===== config.mk =====
export PLATFORM = sky130hd
export DESIGN_NAME = pp_dma_seq
export DESIGN_NICKNAME = d
export VERILOG_FILES = /design/src/rtl/pp_dma_pkg.sv /design/src/rtl/pp_desc_store.sv /design/src/rtl/pp_xfer_ctr.sv /design/src/rtl/pp_seq_fsm.sv /design/src/rtl/pp_dma_seq.sv
export SDC_FILE = /design/constraint.sdc
export NUM_CORES = 1
export LEC_CHECK = 0
export BUFFER_PORTS_ARGS = -buffer_cell sky130_fd_sc_hd__buf_2
export CORE_MARGIN = 8
export CORE_UTILIZATION = 35
export DETAILED_ROUTE_END_ITERATION = 8
export PLACE_DENSITY = 0.63
export SYNTH_ARGS = -nofsm -noshare
export SYNTH_HDL_FRONTEND = slang
export SYNTH_SLANG_ARGS = --single-unit
export TNS_END_PERCENT = 100

===== constraint.sdc =====
create_clock -name clk -period 5.5 [get_ports clk]
set_input_delay 0.275 -clock clk [delete_from_list [all_inputs] [get_ports clk]]
set_output_delay 0.275 -clock clk [all_outputs]
set_load 0.01 [all_outputs]

===== src/rtl/pp_dma_pkg.sv =====
package pp_dma_pkg;

    localparam int CNT_W = 8;
    localparam int EXP_W = 4;

    localparam logic [2:0] CC_STOP     = 3'b000;
    localparam logic [2:0] CC_PINGPONG = 3'b011;

    typedef struct packed {
        logic [2:0]       cc;
        logic [CNT_W-1:0] cnt_m1;
        logic [EXP_W-1:0] exp;
    } desc_t;

    typedef enum logic [2:0] {
        S_OFF,
        S_LOAD,
        S_ARB,
        S_XFER,
        S_STOP
    } seq_state_e;

    // Mask of burst length minus one; exponents beyond the counter width saturate.
    function automatic logic [CNT_W-1:0] burst_mask(input logic [EXP_W-1:0] e);
        logic [CNT_W-1:0] m;
        for (int i = 0; i < CNT_W; i++) begin
            m[i] = (i < int'(e));
        end
        return m;
    endfunction

    function automatic logic desc_runnable(input desc_t d);
        return d.cc == CC_PINGPONG;
    endfunction

endpackage


===== src/rtl/pp_desc_store.sv =====
module pp_desc_store
    import pp_dma_pkg::*;
(
    input  logic       clk,
    input  logic       rst,
    input  logic       host_we,
    input  logic       host_sel,
    input  desc_t      host_wdata,
    input  logic       act_sel,
    input  logic       protect,
    input  logic       wb_en,
    input  logic       wb_sel,
    input  logic       err_clr,
    output desc_t      act_desc,
    output logic [2:0] rd_cc,
    output logic       wr_err
);

    localparam int NDESC = 2;

    desc_t slot [NDESC];

    logic blocked;
    assign blocked = host_we && protect && (host_sel == act_sel);

    for (genvar g = 0; g < NDESC; g++) begin : g_slot
        always_ff @(posedge clk) begin
            if (rst) begin
                slot[g] <= '0;
            end else if (wb_en && wb_sel == 1'(g)) begin
                slot[g].cc <= CC_STOP;
            end else if (host_we && host_sel == 1'(g) && !(protect && act_sel == 1'(g))) begin
                slot[g] <= host_wdata;
            end
        end

        // completion write-back leaves the finished descriptor stopped
        a_r7_wb_clears: assert property (@(posedge clk) disable iff (rst)
            (wb_en && wb_sel == 1'(g)) |=> (slot[g].cc == CC_STOP));

        // a write aimed at the running descriptor leaves it unchanged
        a_r9_active_kept: assert property (@(posedge clk) disable iff (rst)
            (host_we && protect && host_sel == 1'(g) && act_sel == 1'(g) && !wb_en)
            |=> $stable(slot[g]));
    end

    always_ff @(posedge clk) begin
        if (rst) begin
            wr_err <= 1'b0;
        end else if (err_clr) begin
            wr_err <= 1'b0;
        end else if (blocked) begin
            wr_err <= 1'b1;
        end
    end

    assign act_desc = slot[act_sel];
    assign rd_cc    = slot[host_sel].cc;

    a_r9_err_set: assert property (@(posedge clk) disable iff (rst)
        (host_we && protect && host_sel == act_sel && !err_clr) |=> wr_err);

endmodule


===== src/rtl/pp_xfer_ctr.sv =====
module pp_xfer_ctr
    import pp_dma_pkg::*;
(
    input  logic             clk,
    input  logic             rst,
    input  logic             load,
    input  logic [CNT_W-1:0] load_cnt,
    input  logic             burst_clr,
    input  logic             step,
    input  logic [EXP_W-1:0] exp,
    output logic             last_xfer,
    output logic             burst_end
);

    logic [CNT_W-1:0] remain;
    logic [CNT_W-1:0] in_burst;

    always_ff @(posedge clk) begin
        if (rst) begin
            remain <= '0;
        end else if (load) begin
            remain <= load_cnt;
        end else if (step) begin
            remain <= remain - 1'b1;
        end
    end

    always_ff @(posedge clk) begin
        if (rst) begin
            in_burst <= '0;
        end else if (burst_clr) begin
            in_burst <= '0;
        end else if (step) begin
            in_burst <= in_burst + 1'b1;
        end
    end

    assign last_xfer = (remain == '0);
    assign burst_end = (in_burst == burst_mask(exp));

    // the remaining count moves only on a load or an accepted transfer
    a_r3_remain_holds: assert property (@(posedge clk) disable iff (rst)
        (!load && !step) |=> $stable(remain));

endmodule


===== src/rtl/pp_seq_fsm.sv =====
module pp_seq_fsm
    import pp_dma_pkg::*;
(
    input  logic clk,
    input  logic rst,
    input  logic chan_en,
    input  logic chan_req,
    input  logic grant,
    input  logic mem_ack,
    input  logic act_valid,
    input  logic last_xfer,
    input  logic burst_end,
    output logic mem_req,
    output logic done,
    output logic sel,
    output logic ctr_load,
    output logic burst_clr,
    output logic step,
    output logic wb_en,
    output logic protect,
    output logic err_clr
);

    seq_state_e state, nxt;
    logic       fin;

    assign step      = (state == S_XFER) && mem_ack;
    assign fin       = step && last_xfer && chan_en;
    assign ctr_load  = (state == S_LOAD);
    assign burst_clr = (state == S_ARB);
    assign wb_en     = fin;
    assign protect   = (state == S_LOAD) || (state == S_ARB) || (state == S_XFER);
    assign err_clr   = (state == S_OFF) && chan_en;
    assign mem_req   = (state == S_XFER);

    always_comb begin
        nxt = state;
        unique case (state)
            S_OFF:  if (chan_en) nxt = S_LOAD;
            S_LOAD: nxt = act_valid ? S_ARB : S_STOP;
            S_ARB:  if (chan_req && grant) nxt = S_XFER;
            S_XFER: if (step) begin
                        if (last_xfer)      nxt = S_LOAD;
                        else if (burst_end) nxt = S_ARB;
                    end
            S_STOP: nxt = S_STOP;
            default: nxt = S_OFF;
        endcase
        if (!chan_en) nxt = S_OFF;
    end

    always_ff @(posedge clk) begin
        if (rst) begin
            state <= S_OFF;
            sel   <= 1'b0;
            done  <= 1'b0;
        end else begin
            state <= nxt;
            done  <= fin;
            if (state == S_OFF) begin
                sel <= 1'b0;
            end else if (fin) begin
                sel <= ~sel;
            end
        end
    end

    a_r6_done_single: assert property (@(posedge clk) disable iff (rst)
        done |=> !done);

    a_r6_flip_with_done: assert property (@(posedge clk) disable iff (rst)
        done |-> (sel != $past(sel)));

    a_r11_start_needs_grant: assert property (@(posedge clk) disable iff (rst)
        $rose(mem_req) |-> $past(chan_req && grant));

    a_r10_disable_drops: assert property (@(posedge clk) disable iff (rst)
        !chan_en |=> !mem_req);

endmodule


===== src/rtl/pp_dma_seq.sv =====
module pp_dma_seq
    import pp_dma_pkg::*;
(
    input  logic             clk,
    input  logic             rst,
    input  logic             chan_en,
    input  logic             chan_req,
    input  logic             grant,
    output logic             mem_req,
    input  logic             mem_ack,
    output logic             done,
    output logic             active_alt,
    input  logic             host_we,
    input  logic             host_sel,
    input  logic [2:0]       host_cc,
    input  logic [CNT_W-1:0] host_cnt,
    input  logic [EXP_W-1:0] host_exp,
    output logic [2:0]       rd_cc,
    output logic             wr_err
);

    desc_t wdata;
    desc_t act_desc;
    logic  sel, ctr_load, burst_clr, step, wb_en, protect, err_clr;
    logic  last_xfer, burst_end;

    assign wdata = '{cc: host_cc, cnt_m1: host_cnt, exp: host_exp};

    pp_desc_store u_store (
        .clk        (clk),
        .rst        (rst),
        .host_we    (host_we),
        .host_sel   (host_sel),
        .host_wdata (wdata),
        .act_sel    (sel),
        .protect    (protect),
        .wb_en      (wb_en),
        .wb_sel     (sel),
        .err_clr    (err_clr),
        .act_desc   (act_desc),
        .rd_cc      (rd_cc),
        .wr_err     (wr_err)
    );

    pp_xfer_ctr u_ctr (
        .clk        (clk),
        .rst        (rst),
        .load       (ctr_load),
        .load_cnt   (act_desc.cnt_m1),
        .burst_clr  (burst_clr),
        .step       (step),
        .exp        (act_desc.exp),
        .last_xfer  (last_xfer),
        .burst_end  (burst_end)
    );

    pp_seq_fsm u_fsm (
        .clk        (clk),
        .rst        (rst),
        .chan_en    (chan_en),
        .chan_req   (chan_req),
        .grant      (grant),
        .mem_ack    (mem_ack),
        .act_valid  (desc_runnable(act_desc)),
        .last_xfer  (last_xfer),
        .burst_end  (burst_end),
        .mem_req    (mem_req),
        .done       (done),
        .sel        (sel),
        .ctr_load   (ctr_load),
        .burst_clr  (burst_clr),
        .step       (step),
        .wb_en      (wb_en),
        .protect    (protect),
        .err_clr    (err_clr)
    );

    assign active_alt = sel;

endmodule


==> parameters.txt, run 1 <==
Parameter                              Value

Status
  Status ... complete, no violations

Critical path
  Critical path type ... flip-flop to flip-flop
  Origin of the critical flop-to-flop path ... u_ctr.remain[4]
  Ordered list of cells on the worst path ... or4_4, nor4b_4, nand3_1, inv_1, ha_1, nand2b_1, a21oi_1, a21o_1, or2_2
  Max stage delay cell, worst path ... sky130_fd_sc_hd__or4_4
  CP required ... 5560 ps
  Kind of end point of the critical path ... flip-flop
  Reg2Reg Depth ... 9
  CP Max Fanout ... 13
  Data arrival time of the worst path ... 2970 ps
  Critical Path Start Type ... flip-flop
  Destination of the worst register-to-register timing path ... u_store.slot[1][12]
  R2R Setup Slk ... 2600 ps
  Peak per-stage delay on the critical path ... 570 ps

Clock tree
  Clock-pin slew on the worst setup and hold paths ... 90 ps
  Hold-fix buffer count after cts ... 0
  TritonCTS clock tree ... done
  CTS Buf Count ... 5
  Clock Latency Late Sink ... 300 ps
  Post-CTS Setup Inserts ... 0
  CTS-repair resized insts ... 0
  Clock tree root buffer cell ... sky130_fd_sc_hd__clkbuf_8
  Clock Sink Count ... 53
  CTS max path bufs ... 2
  Maximum level of the CTS H-tree ... 2

Timing
  Slew @ Worst Pin ... 967.2 ps
  Setup TNS ... 0 ps
  Min Tclk post-route ... 2904 ps
  Max-slew violations ... 0
  Final period utilization ... 52.79%
  Timing-limited maximum frequency ... 344.4 MHz
  Total count of hold-check failures in the final report ... 0
  Setup-violating endpoint count in the final report ... 0
  Headroom to the max-slew limit ... 35.43%
  Setup clock skew after layout ... 5.986 ps
  Setup slack of the critical path after layout ... 2596 ps
  RSZ-0062 raised after global routing ... false

Synth
  Share of the yosys chip area belonging to registers ... 49.61%
  Commonest cells in the netlist ... 30 x sky130_fd_sc_hd__and2_1, 30 x sky130_fd_sc_hd__edfxtp_1, 23 x sky130_fd_sc_hd__dfxtp_1
  Proportion of netlist area held by the largest area contributor ... 32.83%
  Largest area contributor in the synthesized netlist ... sky130_fd_sc_hd__edfxtp_1
  Number of synthesis warnings ... 0
  Cell variety after synth ... 52
  Number of enable-type register cells in the synthesized netlist ... 30
  Most common flop cell mapped by yosys ... sky130_fd_sc_hd__edfxtp_1
  Fraction of registers with async set/reset ... 0%
  Yosys reg bits ... 53
  Average cell area after synthesis ... 10.64 um^2
  Post-synthesis net count ... 286
  Cells after Synth ... 258
  Combined area of all synthesized cells ... 0.002744 mm^2
  Cells taking the most area after synthesis ... sky130_fd_sc_hd__edfxtp_1 33%, sky130_fd_sc_hd__dfxtp_1 17%, sky130_fd_sc_hd__and2_1 6.8%, sky130_fd_sc_hd__a211oi_1 4.9%, sky130_fd_sc_hd__xnor2_1 2.9%

Layout
  Area growth syn-to-layout ... 11.26%
  Final std cells w/o fill ... 383
  Layout cell share with drive strength beyond 1 ... 18.15%
  Number of nets in the finished design ... 308
  Layout filler cell count ... 752
  Count of inserted antenna diode cells ... 0
  Area of the multi-input gates ... 0.001282 mm^2
  Sequential cell area ... 0.001361 mm^2

Drt
  Detail-routed net length per standard cell ... 13.81 um
  Number of vias per cell ... 4.906
  Iter 0 DRT Violations ... 104
  Number of remaining DRC errors ... 0
  Total vias in the final route ... 1879
  DRT antenna net count ... 0
  Number of detailed-routing iterations run before antenna repair ... 4
  Post-Route WL ... 5.291 mm

Placed design
  Worst slack, placed ... 2600 ps
  Post-DP HPWL ... 3.964 mm
  Port buffer count ... 29
  Inst Count DP ... 375
  Routability-driven placement congestion ratio ... 0.8396

Floorplan
  Overall die width ... 104.5 um
  Site row count ... 32
  Top-level I/O count ... 30
  Vertical die dimension ... 104.5 um
  Core Area ... 0.007647 mm^2
  Die Outline Area ... 0.01093 mm^2
  Effective utilization at floorplan ... 35.88%

Power and ir drop
  Logic gate share of total power ... 9.8%
  Switching share of power ... 23.03%
  Static power due to leakage ... 0.001129 uW
  Net Switching ... 182.2 uW
  Pint ... 608.8 uW
  Part of the total power dissipated in sequential elements ... 57.1%
  Power density cells ... 259.1 mW/mm^2
  Worst-case vdd ir drop ... 0.0001131 V
  Post-layout total power ... 791.0 uW
  Clock share of power ... 33.1%

Hold path
  Worst Hold Path EP ... u_store.wr_err
  Hold path start ... chan_en
  Worst hold path type ... input port to flip-flop
  Hold path cells ... 2

GRT
  Number of antenna violations at the first check in global routing ... 0
  Global routing usage summed across all routing layers ... 9.899%
  Largest net degree at the start of global routing ... 30
  Wire length of the first global-routing pass ... 8.907 mm
  Via count of the first global-routing pass ... 1836
  Leftover overflow at the end of global routing ... 0

Run
  Max capacitance violation total ... 0
==> power groups by stage <==
stage               combinational, uW  sequential [uW]  clock, uW
global placement                 76.7              460          0
floorplan                        57.0              456          0
CTS                              78.0              452        267
global route                     87.2              454        281
finish                           77.2              452        262
detailed placement               77.5              461          0
==> metrics by stage <==
| stage | util [%] | cell area, um^2 | hold WS (ps) |
|---|---|---|---|
| final | 39.92 | 3053 | 221.4 |
| after global routing | 39.92 | 3053 | 227.3 |
| after CTS | 39.92 | 3053 | 209.8 |
| after detailed placement | 38.48 | 2943 | 529.3 |
| after global placement | 38.48 | 2943 | 529.1 |
| after floorplan | - | 2744 | 372.0 |
==> kinds of logic (layout without fill, tap and decap cells) <==
family,after synthesis,in the layout,share of synthesized area [%]
and+or+nand+nor,107,107,24.12
adders and majority gates,5,5,2.280
muxes,9,9,3.466
DFF,53,53,49.61
xor gates and xnor gates,17,17,5.427
buffers and inverters,21,44,3.648
AOI/OAI and AO/OA,46,46,11.45
==> layout make-up <==
class	count	share of cell area [%]
Clock buffer	5	2.254
Timing Repair Buffer	29	4.754
Sequential cell	53	44.59
Clock inverter	3	1.352
Multi-Input combinational cell	184	42.01
Tap cell	102	4.180
Inverter	7	0.8607
==> per-layer routing <==
metal	vias to the layer above	GRT usage (%)	wire length (um)	share of wire (%)
met2	33	14.30	2167	41
met1	865	13.72	2802	53
met3	7	2.396	208	3.9
met5	-	0	0	0
li1	974	-	-	-
met4	0	4.240	113	2.1
==> worst max path at each step <==
| stage | cells after the start | slack, ps | endpoint | startpoint |
|---|---|---|---|---|
| after global placement | 9 | 2690 | u_store.slot[1][12] | u_ctr.remain[4] |
| after detailed placement | 9 | 2600 | u_store.slot[1][13] | u_ctr.remain[4] |
| after global routing | 9 | 2410 | u_store.slot[1][14] | u_ctr.remain[4] |
| after CTS | 9 | 2580 | u_store.slot[1][12] | u_ctr.remain[4] |
| after floorplan | 9 | 2890 | u_store.slot[1][12] | u_ctr.remain[4] |
| final | 9 | 2600 | u_store.slot[1][12] | u_ctr.remain[4] |
==> placed cells by master (no fill, tap or decap), types with 5 or more instances in the layout <==
cell type and n:
sky130_fd_sc_hd__a211oi_1 18, sky130_fd_sc_hd__a21oi_1 10, sky130_fd_sc_hd__and2_1 30, sky130_fd_sc_hd__buf_2 29
sky130_fd_sc_hd__clkbuf_8 5, sky130_fd_sc_hd__dfxtp_1 23, sky130_fd_sc_hd__edfxtp_1 30, sky130_fd_sc_hd__ha_1 5
sky130_fd_sc_hd__inv_1 6, sky130_fd_sc_hd__mux2i_1 5, sky130_fd_sc_hd__nand2_1 8, sky130_fd_sc_hd__nor2_1 18
sky130_fd_sc_hd__nor2b_1 8, sky130_fd_sc_hd__nor3_1 5, sky130_fd_sc_hd__nor4b_1 5, sky130_fd_sc_hd__xnor2_1 9
sky130_fd_sc_hd__xor2_1 8
==> worst max-delay path: cells and delay by family (launching register included) <==
kind / cells / cell delay, ps
flip-flops: 1 / 350
AO/OA/AOI/OAI: 2 / 420
AND/OR/NAND/NOR: 5 / 1580
adder cells (fa/ha/maj): 1 / 170
buffers and inverters: 1 / 140
==> sequential cells by signal, indices dropped and copies added, names as in the netlist, named ones only <==
| signal | cells |
|---|---|
| u_ctr.in_burst | 8 |
| u_ctr.remain | 8 |
| u_fsm.done | 1 |
| u_fsm.sel | 1 |
| u_fsm.state | 3 |
| u_store.slot | 30 |
| u_store.wr_err | 1 |
Note: power is estimated with default switching activity, not from simulation.
==> inputs of run 2 (changes only) <==
- PLACE_DENSITY: 0.63 -> 0.65
- clock period: 5.5 -> 2.6 ns (I/O delays scaled with it)
==> parameters.txt, run 2 (synthesized netlist as in run 1, its figures left out) <==
Parameter                              Value

Status
  Status ... complete, no violations (unchanged)

Floorplan
  Vertical die dimension ... 104.5 um (unchanged)
  Site row count ... 32 (unchanged)
  Effective utilization at floorplan ... 35.88% (unchanged)
  Core Area ... 0.007647 mm^2 (unchanged)
  Top-level I/O count ... 30 (unchanged)
  Die Outline Area ... 0.01093 mm^2 (unchanged)
  Overall die width ... 104.5 um (unchanged)

Hold path
  Worst Hold Path EP ... u_store.wr_err (unchanged)
  Hold path cells ... 2 (unchanged)
  Worst hold path type ... input port to flip-flop (unchanged)
  Hold path start ... chan_en (unchanged)

Layout
  Count of inserted antenna diode cells ... 0 (unchanged)
  Area of the multi-input gates ... 0.001291 mm^2 (was 0.001282 mm^2)
  Number of flip-flops in the largest register ... 30 (unchanged)
  Area growth syn-to-layout ... 14.09% (was 11.26%)
  Fin util ... 40.94% (was 39.92%)
  Layout cell share with drive strength beyond 1 ... 21.95% (was 18.15%)
  Sequential cell area ... 0.001361 mm^2 (unchanged)
  Final std cells w/o fill ... 389 (was 383)
  Number of nets in the finished design ... 314 (was 308)
  Commonest cells after routing, fill and taps aside ... 30 x sky130_fd_sc_hd__and2_1, 30 x sky130_fd_sc_hd__edfxtp_1, 29 x sky130_fd_sc_hd__buf_2, 23 x sky130_fd_sc_hd__dfxtp_1 (unchanged)
  Biggest register ... u_store.slot (unchanged)
  Largest registers ranked by flip-flop count ... u_store.slot: 30 flops, u_ctr.in_burst: 8 flops, u_ctr.remain: 8 flops (unchanged)
  Layout filler cell count ... 738 (was 752)

Timing
  RSZ-0062 raised after global routing ... false (unchanged)
  Timing-limited maximum frequency ... 402.6 MHz (was 344.4 MHz)
  Final period utilization ... 95.54% (was 52.79%)
  Max-slew violations ... 0 (unchanged)
  Min Tclk post-route ... 2484 ps (was 2904 ps)
  Setup clock skew after layout ... 4.299 ps (was 5.986 ps)
  Setup TNS ... 0 ps (unchanged)
  Headroom to the max-slew limit ... 64.43% (was 35.43%)
  Slew @ Worst Pin ... 528.6 ps (was 967.2 ps)
  Total count of hold-check failures in the final report ... 0 (unchanged)
  Setup-violating endpoint count in the final report ... 0 (unchanged)

Drt
  Post-Route WL ... 5.397 mm (was 5.291 mm)
  DRT antenna net count ... 0 (unchanged)
  Number of remaining DRC errors ... 0 (unchanged)
  Number of vias per cell ... 4.915 (was 4.906)
  Number of detailed-routing iterations run before antenna repair ... 4 (unchanged)
  Iter 0 DRT Violations ... 74 (was 104)
  Detail-routed net length per standard cell ... 13.87 um (was 13.81 um)
  Total vias in the final route ... 1912 (was 1879)

Power and ir drop
  Part of the total power dissipated in sequential elements ... 53.7% (was 57.1%)
  Power density cells ... 569.0 mW/mm^2 (was 259.1 mW/mm^2)
  Static power due to leakage ... 0.001171 uW (was 0.001129 uW)
  Pint ... 1394 uW (was 608.8 uW)
  Worst-case vdd ir drop ... 0.0002968 V (was 0.0001131 V)
  Logic gate share of total power ... 9.7% (was 9.8%)
  Post-layout total power ... 1781 uW (was 791.0 uW)
  Switching share of power ... 21.75% (was 23.03%)
  Clock share of power ... 36.7% (was 33.1%)
  Net Switching ... 387.4 uW (was 182.2 uW)

Placed design
  Inst Count DP ... 381 (was 375)
  Routability-driven placement congestion ratio ... 0.7902 (was 0.8396)
  Post-DP HPWL ... 4.039 mm (was 3.964 mm)
  Port buffer count ... 29 (unchanged)

Critical path
  Peak per-stage delay on the critical path ... 580 ps (was 570 ps)
  Critical path type ... flip-flop to flip-flop (unchanged)
  CP required ... 2660 ps (was 5560 ps)
  Kind of end point of the critical path ... flip-flop (unchanged)
  Data arrival time of the worst path ... 2550 ps (was 2970 ps)
  Destination of the worst register-to-register timing path ... u_store.slot[1][12] (unchanged)
  Origin of the critical flop-to-flop path ... u_ctr.remain[4] (unchanged)
  R2R Setup Slk ... 120 ps (was 2600 ps)
  Worst setup path startpoint ... u_ctr.remain[4] (unchanged)
  Ordered list of cells on the worst path ... or4_4, nor4b_4, nand3_2, inv_2, ha_1, nand2b_1, a21oi_1, a21o_2, or2_2 (was or4_4, nor4b_4, nand3_1, inv_1, ha_1, nand2b_1, a21oi_1, a21o_1, or2_2)
  Reg2Reg Depth ... 9 (unchanged)
  Max stage delay cell, worst path ... sky130_fd_sc_hd__or4_4 (unchanged)
  Critical Path Start Type ... flip-flop (unchanged)
  CP Max Fanout ... 3 (was 13)

GRT
  Leftover overflow at the end of global routing ... 0 (unchanged)
  Global routing usage summed across all routing layers ... 9.774% (was 9.899%)
  Largest net degree at the start of global routing ... 21 (was 30)
  Number of antenna violations at the first check in global routing ... 0 (unchanged)
  Wire length of the first global-routing pass ... 8.880 mm (was 8.907 mm)
  Via count of the first global-routing pass ... 1832 (was 1836)

Run
  Max capacitance violation total ... 0 (unchanged)

Clock tree
  Clock Sink Count ... 53 (unchanged)
  CTS Buf Count ... 5 (unchanged)
  CTS max path bufs ... 2 (unchanged)
  Maximum level of the CTS H-tree ... 2 (unchanged)
  TritonCTS clock tree ... done (unchanged)
  CTS-repair resized insts ... 0 (unchanged)
  Clock-pin slew on the worst setup and hold paths ... 90 ps (about the same)
  Clock tree root buffer cell ... sky130_fd_sc_hd__clkbuf_8 (unchanged)
  Clock Latency Late Sink ... 300 ps (about the same)
  Post-CTS Setup Inserts ... 0 (unchanged)
  Hold-fix buffer count after cts ... 0 (unchanged)
## run 2: cell count changes in the layout (fill, tap and decap cells not counted), sizes merged
cell / change
bufinv: +1
clkinvlp: -1
buf: +6
## run 2: per-stage QoR
step                      setup slack [ps]  cell area (um^2)  hold WS, ps
after global placement               131.1              2989        388.7
after global routing                 1.609              3131        90.78
after detailed placement             55.16              2989        400.1
after floorplan                      23.74              2745        227.0
after CTS                            17.51              3123        75.89
final                                115.9              3131        85.25
## run 2: worst max path at each step
stage / endpoint
6_report: u_store.slot[1][12]
5_1_grt: u_store.slot[1][12]
4_1_cts: u_store.slot[1][14]
3_5_place_dp: u_store.slot[1][10]
3_3_place_gp: u_store.slot[1][9]
2_1_floorplan: u_store.slot[1][12]
## run 2: final cells by class
type | instances | area share (%)
flip-flops and latches | 53 | 43.49
multi-input cells | 184 | 41.25
repair buffers | 35 | 6.075
well taps | 102 | 4.077
clock buffers | 5 | 2.198
clock inverters | 3 | 2.078
inverters | 7 | 0.8393
## run 2: worst max-delay path: cells and delay by family, from the launching register on
family | cells | cell delay, ps
buf+inv | 1 | 80
flops | 1 | 350
fa+ha+maj | 1 | 140
simple gates | 5 | 1410
compound gates | 2 | 260
## run 2: layer usage
layer / vias up / track usage [%] / part of all wire (%)
met4: 0 / 4.343 / 2.5
met3: 10 / 2.088 / 4.8
met1: 871 / 13.54 / 53
met2: 44 / 14.25 / 40
li1: 987 / - / -
met5: - / 0 / 0
## run 2: power groups by stage
stage	sequential (uW)	clock (uW)	combinational [uW]
after floorplan	965	0	121
after global placement	974	0	170
after detailed placement	975	0	173
after CTS	956	663	175
after global routing	961	702	191
final	956	653	172
==> inputs of run 3 (changes only) <==
- CORE_ASPECT_RATIO: unset -> 0.6
==> parameters.txt, run 3 (synthesized netlist as in run 1, its figures left out) <==
Parameter                              Value

Layout
  Number of nets in the finished design ... 318 (was 314)
  Largest registers ranked by flip-flop count ... u_store.slot: 30 flops, u_ctr.in_burst: 8 flops, u_ctr.remain: 8 flops (unchanged)
  Post-route cell area ... 0.003178 mm^2 (was 0.003131 mm^2)
  Area growth syn-to-layout ... 15.82% (was 14.09%)
  Fin util ... 41.13% (was 40.94%)
  Layout filler cell count ... 764 (was 738)
  Layout cell share with drive strength beyond 1 ... 22.76% (was 21.95%)
  Number of flip-flops in the largest register ... 30 (unchanged)
  Biggest register ... u_store.slot (unchanged)
  Commonest cells after routing, fill and taps aside ... 30 x sky130_fd_sc_hd__and2_1, 30 x sky130_fd_sc_hd__edfxtp_1, 29 x sky130_fd_sc_hd__buf_2, 22 x sky130_fd_sc_hd__dfxtp_1 (was 30 x sky130_fd_sc_hd__and2_1, 30 x sky130_fd_sc_hd__edfxtp_1, 29 x sky130_fd_sc_hd__buf_2, 23 x sky130_fd_sc_hd__dfxtp_1)
  Count of inserted antenna diode cells ... 0 (unchanged)

Timing
  Min Tclk post-route ... 2440 ps (was 2484 ps)
  Headroom to the max-slew limit ... 58.76% (was 64.43%)
  Worst hold slack ... 112.7 ps (was 85.25 ps)
  Max-slew violations ... 0 (unchanged)
  RSZ-0062 raised after global routing ... false (unchanged)
  Setup clock skew after layout ... 5.371 ps (was 4.299 ps)
  Total count of hold-check failures in the final report ... 0 (unchanged)
  Setup-violating endpoint count in the final report ... 0 (unchanged)
  Timing-limited maximum frequency ... 409.9 MHz (was 402.6 MHz)
  Slew @ Worst Pin ... 610.0 ps (was 528.6 ps)
  Setup TNS ... 0 ps (unchanged)
  Final period utilization ... 93.83% (was 95.54%)

Placed design
  Post-Place Cell Area ... 0.003012 mm^2 (was 0.002989 mm^2)
  Port buffer count ... 29 (unchanged)
  Routability-driven placement congestion ratio ... 0.8103 (was 0.7902)
  Post-DP HPWL ... 4.621 mm (was 4.039 mm)

Run
  Max capacitance violation total ... 0 (unchanged)

Clock tree
  Maximum level of the CTS H-tree ... 2 (unchanged)
  CTS Buf Count ... 5 (unchanged)
  Clock Sink Count ... 53 (unchanged)
  CTS max path bufs ... 2 (unchanged)
  Clock Latency Late Sink ... 300 ps (about the same)
  TritonCTS clock tree ... done (unchanged)
  Clock tree root buffer cell ... sky130_fd_sc_hd__clkbuf_16 (was sky130_fd_sc_hd__clkbuf_8)
  Hold-fix buffer count after cts ... 0 (unchanged)
  Clock-pin slew on the worst setup and hold paths ... 70 ps (was 90 ps)

Drt
  Number of detailed-routing iterations run before antenna repair ... 4 (unchanged)
  Post-Route WL ... 6.405 mm (was 5.397 mm)
  Number of vias per cell ... 5.106 (was 4.915)
  DRT antenna net count ... 0 (unchanged)
  Detail-routed net length per standard cell ... 16.09 um (was 13.87 um)
  Number of remaining DRC errors ... 0 (unchanged)
  Total vias in the final route ... 2032 (was 1912)
  Iter 0 DRT Violations ... 102 (was 74)

Floorplan
  Site row count ... 25 (was 32)
  Top-level I/O count ... 30 (unchanged)
  Effective utilization at floorplan ... 35.51% (was 35.88%)
  Overall die width ... 130.3 um (was 104.5 um)
  Die Outline Area ... 0.01102 mm^2 (was 0.01093 mm^2)
  Vertical die dimension ... 84.59 um (was 104.5 um)
  Core Area ... 0.007726 mm^2 (was 0.007647 mm^2)

Critical path
  Origin of the critical flop-to-flop path ... u_ctr.remain[5] (was u_ctr.remain[4])
  Critical Path Start Type ... flip-flop (unchanged)
  R2R Setup Slk ... 160 ps (was 120 ps)
  Critical path type ... flip-flop to flip-flop (unchanged)
  Kind of end point of the critical path ... flip-flop (unchanged)
  Destination of the worst register-to-register timing path ... u_store.slot[1][13] (was u_store.slot[1][12])
  Data arrival time of the worst path ... 2490 ps (was 2550 ps)
  Reg2Reg Depth ... 9 (unchanged)
  CP required ... 2650 ps (was 2660 ps)
  CP Max Fanout ... 3 (unchanged)

Hold path
  Hold path cells ... 2 (unchanged)
  Worst Hold Path EP ... u_store.slot[0][14] (was u_store.wr_err)
  Hold path start ... host_cc[2] (was chan_en)
  Worst hold path type ... input port to flip-flop (unchanged)

Power and ir drop
  Post-layout total power ... 1814 uW (was 1781 uW)
  Static power due to leakage ... 0.001192 uW (was 0.001171 uW)
  Switching share of power ... 24.39% (was 21.75%)
  Part of the total power dissipated in sequential elements ... 52.6% (was 53.7%)
  Worst-case vdd ir drop ... 0.0002154 V (was 0.0002968 V)
  Net Switching ... 442.4 uW (was 387.4 uW)
  Pint ... 1372 uW (was 1394 uW)
  Power density cells ... 570.8 mW/mm^2 (was 569.0 mW/mm^2)
  Clock share of power ... 36.8% (was 36.7%)
  Logic gate share of total power ... 10.5% (was 9.7%)

Status
  Status ... complete, no violations (unchanged)

GRT
  Global routing usage summed across all routing layers ... 12.06% (was 9.774%)
  Leftover overflow at the end of global routing ... 0 (unchanged)
  Largest net degree at the start of global routing ... 29 (was 21)
  Number of antenna violations at the first check in global routing ... 0 (unchanged)
  Via count of the first global-routing pass ... 2025 (was 1832)
  Wire length of the first global-routing pass ... 10.38 mm (was 8.880 mm)
[run 3: cell types whose count changed in the layout (fill, tap and decap cells not counted)]
cell / previous run / this run
sky130_fd_sc_hd__clkinvlp_4: 0 / 1
sky130_fd_sc_hd__clkinv_4: 0 / 1
sky130_fd_sc_hd__clkbuf_8: 5 / 0
sky130_fd_sc_hd__clkinv_2: 1 / 0
sky130_fd_sc_hd__buf_4: 6 / 9
sky130_fd_sc_hd__dfxtp_2: 0 / 1
sky130_fd_sc_hd__dfxtp_1: 23 / 22
sky130_fd_sc_hd__bufinv_16: 2 / 0
sky130_fd_sc_hd__clkbuf_16: 0 / 5
sky130_fd_sc_hd__and3b_1: 0 / 1
[run 3: layout make-up]
cell class / count / area [um^2] / area share [%]
inverters: 7 / 26.28 / 0.8268
repair buffers: 38 / 212.7 / 6.693
clock buffers: 5 / 125.1 / 3.937
clock inverters: 2 / 16.27 / 0.5118
well taps: 108 / 135.1 / 4.252
multi-input cells: 185 / 1300 / 40.91
flip-flops and latches: 53 / 1363 / 42.87
[run 3: power groups by stage]
stage	sequential, uW	combinational, uW	clock [uW]
3_3_place_gp	971	182	0
5_1_grt	960	211	712
6_report	955	191	668
3_5_place_dp	973	185	0
4_1_cts	954	186	683
2_1_floorplan	965	121	0
[run 3: routing by layer]
layer | up-vias | wire length (um) | GRT usage [%]
met5 | - | 0 | 0
met4 | 0 | 56 | 3.983
met3 | 5 | 253 | 3.163
met2 | 43 | 2631 | 16.53
met1 | 987 | 3463 | 17.60
li1 | 997 | - | -
[run 3: worst max path at each step]
stage	slack, ps	end	cells after the start	start
4_1_cts	30	u_store.slot[1][11]	9	u_ctr.remain[4]
2_1_floorplan	20	u_store.slot[1][12]	9	u_ctr.remain[4]
3_3_place_gp	100	u_store.slot[1][4]	9	u_ctr.remain[4]
6_report	160	u_store.slot[1][13]	9	u_ctr.remain[5]
5_1_grt	20	u_store.slot[1][13]	9	u_ctr.remain[5]
3_5_place_dp	50	u_store.slot[1][11]	9	u_ctr.remain[4]
[run 3: what timing repair did]
action / CTS / global route
setup endpoints to repair: 0 / 33
resized for setup: 0 / 5
endpoints found under the hold margin: 0 / 0
buffers inserted: 0 / 1
[run 3: critical path, cell delays in order (launching register included)]
cell and delay [ps]:
sky130_fd_sc_hd__dfxtp_1 330, sky130_fd_sc_hd__or4_4 560, sky130_fd_sc_hd__nor4b_4 260, sky130_fd_sc_hd__nand3_2 110, sky130_fd_sc_hd__inv_2 80, sky130_fd_sc_hd__ha_1 150, sky130_fd_sc_hd__nand2b_1 100, sky130_fd_sc_hd__a21oi_1 60
sky130_fd_sc_hd__a21o_2 240, sky130_fd_sc_hd__or2_2 310
[run 3: metrics by stage]
step	instances	setup slack (ps)
2_1_floorplan	258	23.74
3_3_place_gp	389	103.3
3_5_place_dp	389	48.33
4_1_cts	396	32.79
5_1_grt	398	16.90
6_report	398	160.4
